File: src/rtl/lfsr16_pkg.sv
package lfsr16_pkg;
  localparam int STATE_W = 16;
  typedef logic [STATE_W-1:0] state_t;

  // strobes from control to datapath
  typedef struct packed {
    logic   load;
    logic   step;
    state_t seedVal;
  } lfsr_strobe_t;
endpackage

File: src/rtl/lfsr16_ctrl.sv
module lfsr16_ctrl
  import lfsr16_pkg::*;
#(
  parameter state_t FALLBACK_SEED = state_t'(1)
) (
  input  logic         clk,
  input  logic         rst,
  input  logic         en,
  input  logic         loadStb,
  input  state_t       seedIn,
  output lfsr_strobe_t strobe
);
  logic seedIsZero;

  assign seedIsZero = (seedIn == '0);

  always_comb begin
    strobe.load    = loadStb;
    strobe.step    = en & ~loadStb;
    strobe.seedVal = seedIsZero ? FALLBACK_SEED : seedIn;
  end

  // a load never carries a zero seed into the datapath
  p_seed_nonzero_r8: assert property (@(posedge clk) disable iff (rst)
    strobe.load |-> (strobe.seedVal != '0));

  // load and step are never requested together
  p_load_excl_r7: assert property (@(posedge clk) disable iff (rst)
    !(strobe.load && strobe.step));
endmodule

File: src/rtl/lfsr16_datapath.sv
module lfsr16_datapath
  import lfsr16_pkg::*;
#(
  parameter bit     INTERNAL_XOR = 1'b0,
  parameter state_t TAP_MASK     = 16'h002D,
  parameter state_t TOGGLE_MASK  = 16'hB400,
  parameter state_t RESET_SEED   = 16'hACE1
) (
  input  logic         clk,
  input  logic         rst,
  input  lfsr_strobe_t strobe,
  output state_t       stateQ,
  output logic         wrapQ
);
  localparam int MSB = STATE_W - 1;

  state_t seedQ;
  state_t nextState;

  generate
    if (INTERNAL_XOR) begin : g_internal
      state_t shifted;
      assign shifted   = {1'b0, stateQ[MSB:1]};
      assign nextState = stateQ[0] ? (shifted ^ TOGGLE_MASK) : shifted;
    end else begin : g_external
      logic feedBit;
      assign feedBit   = ^(stateQ & TAP_MASK);
      assign nextState = {feedBit, stateQ[MSB:1]};
    end
  endgenerate

  always_ff @(posedge clk) begin
    if (rst) begin
      stateQ <= RESET_SEED;
      seedQ  <= RESET_SEED;
      wrapQ  <= 1'b0;
    end else if (strobe.load) begin
      stateQ <= strobe.seedVal;
      seedQ  <= strobe.seedVal;
      wrapQ  <= 1'b0;
    end else if (strobe.step) begin
      stateQ <= nextState;
      wrapQ  <= (nextState == seedQ);
    end else begin
      wrapQ  <= 1'b0;
    end
  end

  // the register never reaches the lock-up state
  p_never_zero_r4: assert property (@(posedge clk) disable iff (rst)
    stateQ != '0);

  // idle cycles leave the state untouched
  p_hold_idle_r6: assert property (@(posedge clk) disable iff (rst)
    (!strobe.load && !strobe.step) |=> $stable(stateQ));

  // a load lands on the next cycle
  p_load_lands_r7: assert property (@(posedge clk) disable iff (rst)
    strobe.load |=> (stateQ == $past(strobe.seedVal)));

  // the pulse lasts one cycle and marks the reference seed
  p_wrap_single_r9: assert property (@(posedge clk) disable iff (rst)
    wrapQ |=> !wrapQ);
  p_wrap_at_seed_r9: assert property (@(posedge clk) disable iff (rst)
    wrapQ |-> (stateQ == seedQ));
endmodule

File: src/rtl/lfsr16_gen.sv
module lfsr16_gen
  import lfsr16_pkg::*;
#(
  parameter bit INTERNAL_XOR = 1'b0
) (
  input  logic        clk,
  input  logic        rst,
  input  logic        en,
  input  logic        loadStb,
  input  logic [15:0] seedIn,
  output logic [15:0] stateOut,
  output logic        serialOut,
  output logic        wrapPulse
);
  lfsr_strobe_t strobe;
  state_t       stateQ;
  logic         wrapQ;

  lfsr16_ctrl u_ctrl (
    .clk     (clk),
    .rst     (rst),
    .en      (en),
    .loadStb (loadStb),
    .seedIn  (seedIn),
    .strobe  (strobe)
  );

  lfsr16_datapath #(
    .INTERNAL_XOR (INTERNAL_XOR)
  ) u_datapath (
    .clk    (clk),
    .rst    (rst),
    .strobe (strobe),
    .stateQ (stateQ),
    .wrapQ  (wrapQ)
  );

  assign stateOut  = stateQ;
  assign serialOut = stateQ[0];
  assign wrapPulse = wrapQ;
endmodule

File: config.mk
export PLATFORM = sky130hd
export DESIGN_NAME = lfsr16_gen
export DESIGN_NICKNAME = d
export VERILOG_FILES = /design/src/rtl/lfsr16_pkg.sv /design/src/rtl/lfsr16_ctrl.sv /design/src/rtl/lfsr16_datapath.sv /design/src/rtl/lfsr16_gen.sv
export SDC_FILE = /design/constraint.sdc
export NUM_CORES = 1
export LEC_CHECK = 0
export BUFFER_PORTS_ARGS = -buffer_cell sky130_fd_sc_hd__buf_4
export CAP_MARGIN = 10
export CORE_ASPECT_RATIO = 1.75
export CORE_MARGIN = 1.5
export CORE_UTILIZATION = 45
export CTS_CLUSTER_SIZE = 25
export DETAILED_ROUTE_END_ITERATION = 8
export PLACE_DENSITY = 0.73
export SKIP_LAST_GASP = 1
export SYNTH_ARGS = -nofsm -noshare
export SYNTH_HDL_FRONTEND = slang
export SYNTH_HIERARCHICAL = 1
export SYNTH_SLANG_ARGS = --single-unit
export TNS_END_PERCENT = 5
File: constraint.sdc
create_clock -name clk -period 1.7 [get_ports clk]
set_input_delay 0.34 -clock clk [delete_from_list [all_inputs] [get_ports clk]]
set_output_delay 0.34 -clock clk [all_outputs]
set_load 0.05 [all_outputs]
# After elaboration in Yosys (flattened, before gate mapping)
# Index checks and enable logic that the tools add are counted.
word_totals:
  reg_bits: 33
  input_bits: 20
  out_inout_bits: 18
op_classes:
  eq_ne: 1
  mux: 3
  bitwise: 3
  n_reduce_logical: 4
ops:
  columns: ["cell", "n"]
  rows:
  - ["two-way mux 16 bit", 3]
  - ["== test 16 bit", 1]
  - ["zero test 16 bit", 1]
  - ["XOR reduction 16 bit", 1]
  - ["OR reduction 3 bit", 1]
  - ["NOT 1 bit", 2]
  - ["nonzero test 2 bit", 1]
  - ["bitwise AND 1 bit", 1]

# Longest topological paths before layout
depth:
  word_depth: 4
  ltp_mapped: 6
  ltp_nobuf: 5

# Cells and area by module
# The synthesis kept the hierarchy.
by_module_without_submodules:
  columns: ["module", "n_inst", "cells_per_inst", "area_each_um2"]
  rows:
  - ["lfsr16_datapath", 1, 164, 1520.2]
  - ["lfsr16_ctrl", 1, 22, 103.8]
  - ["lfsr16_gen", 1, 1, 7.5]

# Worst setup path before layout
# No wires, ideal clock.
synth_path:
  path_kind: "register -> register"
  from: "reg u_datapath.stateQ[4]"
  to: "reg u_datapath.wrapQ"
  t_arrival_ps: 1392
  t_required_ps: 1608
  path_slack_ps: 216
  stages_incl_launch_ff: 5
  path_cell_list: "dfxtp_1 xor2_1 nor4_1 nand4_1 nor4_1"
synth_via:
  elab_chain_len: 1
synth_lines:
  columns: ["item", "line_no", "source"]
  rows:
  - ["from (decl)", "lfsr16_datapath.sv:12", "output state_t stateQ,"]
  - ["from (signal assigned)", "lfsr16_datapath.sv:38", "stateQ <= strobe.seedVal;"]
  - ["from (signal assigned)", "lfsr16_datapath.sv:42", "stateQ <= nextState;"]
  - ["== test 16 bit", "lfsr16_datapath.sv:43", "wrapQ <= (nextState == seedQ);"]
  - ["to (signal assigned)", "lfsr16_datapath.sv:43", null]
  - ["to (decl)", "lfsr16_datapath.sv:13", "output logic wrapQ"]
# Every way passes these cells.
# A chain may end at the register's enable or synchronous reset.

# Final worst setup path
layout_path:
  from: "reg u_datapath.stateQ[5]"
  to: "out stateOut[5]"
layout_rtl:
  columns: ["item", "line_no", "source"]
  rows:
  - ["to (decl)", "lfsr16_gen.sv:11", "output logic [15:0] stateOut,"]
# No word-level cell between the ends.

==> flow_summary_export.csv <==
group,metric,value,unit
hold_path,min_path_cells,3,
clocking,cts_resized,0,
timing,setup_viol,0,
timing,finalHoldViolCount,0,
synth,synth_top_area_frac,0.4049,
synth,synth_area_per_cell,8.725,µm²
worst_setup_path,cp_num_buf_inv,1,
finish,diodes,0,
timing,rsz0062_at_grt,"false",
drt,drc,0,
placement,gp_congestion,0.7897,
clocking,cts_buffer_depth,2,
hold_path,hold_end,"u_datapath/stateQ[15]",
worst_setup_path,crit_type,"reg -> out",
floorplanning,die_y,82.66,µm
timing,finalCriticalPeriod,1.334,ns
outcome,status,"finished, final reports clean",
clocking,cts.sinks,33,
finish,final_common_cell,"buf_4",
finish,layout_common_cells,"42 x buf_4, 33 x dfxtp_1, 32 x nor2_1",
timing,max_freq,0.7497,GHz
timing,slew_headroom,0.7948,
synth,ys_types,24,
clocking,worstSkewPairLatency,0.29,ns
drt,vias,1325,
finish,multiInputGateArea,849.6,µm²
clocking,htreeDepth,2,
placement,dp_hpwl,2752,µm
floorplanning,fp.dieW,48.52,µm
clocking,postCtsSetupRepairBufs,0,
worst_setup_path,crit_arrival,0.99,ns
placement,io_buffers,37,
finish,nets,229,
floorplanning,start_util,0.4752,
clocking,cts_hold_buf,0,
floorplanning,rows,28,
pwr,power.density,962.4,nW/µm²
worst_setup_path,r2r_end,"u_datapath/wrapQ",
clocking,numCtsBuffers,5,
synth,ys_warn_count,6,
global_routing,grt_max_degree,33,
drt,drt_wl_total,3621,µm
drt,wl_per_cell,14.20,µm
global_routing,grt_pass1_vias,1289,
worst_setup_path,required,1.36,ns
worst_setup_path,timing.rr.start,"u_datapath/stateQ[4]",
synth,seq_area_frac_synth,0.4049,
global_routing,grt_pass1_wl,5678,µm
job,drv_cap,0,
drt,ant_nets,0,
synth,synth-main-ff-cell,"dfxtp_1",
floorplanning,dieArea,4010,µm²
worst_setup_path,endpoint_kind,"primary output",
synth,netlist_area,1632,µm²
timing,finalSetupTns,0,ns
worst_setup_path,worstPathMaxFanout,5,
pwr,ir_worst_vdd,0.7298,mV
worst_setup_path,cpMaxStageDelayCell,"dfxtp_1",
timing,worst_pin_slew,0.3049,ns
synth,synth_cells,187,
timing,skew,0.007074,ns
global_routing,globalRouteOverflowTotal,0,
finish,fin_cells,255,
timing,min_period_over_period,0.7846,
worst_setup_path,rrSetupSlack,0.40,ns
finish,drive_above_1_share,0.2524,
drt,drt_first_pass_iters,4,
synth,syn_nets,207,
synth,ys_async_sr_fraction,0,
synth,synth_top_area_cell,"dfxtp_1",
pwr,leakagePower,0.8706,nW
synth,synthTopCellsByArea,"dfxtp_1 40%, mux2i_1 9.8%, xnor2_1 7.5%",
synth,synth-edff-count,0,
worst_setup_path,cp-start-kind,"flip-flop",
placement,placed_cells,247,
clocking,cts_tree,"done",
global_routing,grt_use_total,0.1861,
drt,first_iter_violations,44,
drt,vias_per_cell,5.196,
worst_setup_path,path_cells,"buf_4",
hold_path,hp-start,"seedIn[15]",
finish,fill_cells,331,
worst_setup_path,cpPeakStageDelay,0.46,ns
clocking,root_buffer,"clkbuf_8",
finish,regArea,660.6,µm²
worst_setup_path,rr_worst_depth,4,
floorplanning,boundaryPins,38,
clocking,path_clk_slew,0.07,ns
synth,synth_seq_cells,33,
global_routing,antenna_found_initial,0,
worst_setup_path,cp_top_family,"flip-flops",
timing,finalMaxSlewViolations,0,
hold_path,hold_class,"in -> reg",
floorplanning,coreArea,3433,µm²
finish,areaGrowthSynthToFinish,21.78,%
per-layer routing:
| metal | track usage | routed length, µm |
|---|---|---|
| met5 | 0 | 0 |
| met4 | 0.09429 | 70 |
| met3 | 0.04317 | 154 |
| met2 | 0.3583 | 1934 |
| met1 | 0.1872 | 1462 |
registers in the layout, indices dropped and copies added, names as in the netlist:
signal	flops
u_datapath/seedQ	16
u_datapath/stateQ	16
u_datapath/wrapQ	1
power by group:
| part | internal (mW) | switching (mW) | total [mW] |
|---|---|---|---|
| sequential | 0.821 | 0.0487 | 0.870 |
| clock | 0.366 | 0.277 | 0.642 |
| combinational | 0.169 | 0.230 | 0.400 |
worst max path at each step:
stage | from | endpoint | slack, ns | cells after the start
global route | u_datapath/stateQ[12] | u_datapath/wrapQ | 0.28 | 4
global placement | loadStb | u_datapath/stateQ[0] | 0.28 | 6
detailed placement | loadStb | u_datapath/stateQ[6] | 0.23 | 5
CTS | u_datapath/stateQ[5] | stateOut[5] | 0.34 | 1
finish | u_datapath/stateQ[5] | stateOut[5] | 0.37 | 1
floorplan | u_datapath/stateQ[4] | u_datapath/wrapQ | 0.22 | 4
cells by family (layout without fill, tap and decap cells):
logic type      after synthesis  in the layout  synth area share
compound gates               33             33            0.1396
xor+xnor                     19             19            0.1020
buf+inv                      28             51           0.07591
flops                        33             33            0.4049
mux                          16             16           0.09816
simple gates                 58             58            0.1794
through the flow:
stage	util	instance area, µm²	hold slack (ns)	worst slack [ns]	power (mW)
final	0.5787	1987	0.2901	0.3662	1.912
after detailed placement	0.5492	1886	0.4843	0.2332	1.288
after global placement	0.5492	1886	0.4800	0.2833	1.279
after CTS	0.5787	1987	0.2934	0.3442	1.926
after global routing	0.5787	1987	0.2970	0.2810	1.995
after floorplan	-	1632	0.4370	0.2156	1.168
cells in the mapped netlist, drive strengths merged, types with 3 or more instances:
cell / n
a211oi: 7
a21oi: 9
and2b: 4
buf: 8
clkbuf: 19
dfxtp: 33
mux2i: 16
nand4: 3
nor2: 32
nor2b: 11
nor4: 5
o21bai: 14
xnor2: 14
xor2: 5
cell type report:
| cell class | instances | share of cell area |
|---|---|---|
| Timing Repair Buffer | 42 | 0.1587 |
| Clock buffer | 7 | 0.04849 |
| Clock inverter | 1 | 0.002519 |
| Inverter | 1 | 0.001889 |
| Sequential cell | 33 | 0.3325 |
| Multi-Input combinational cell | 126 | 0.4276 |
| Tap cell | 45 | 0.02834 |
Note: power is estimated with default switching activity, not from simulation.
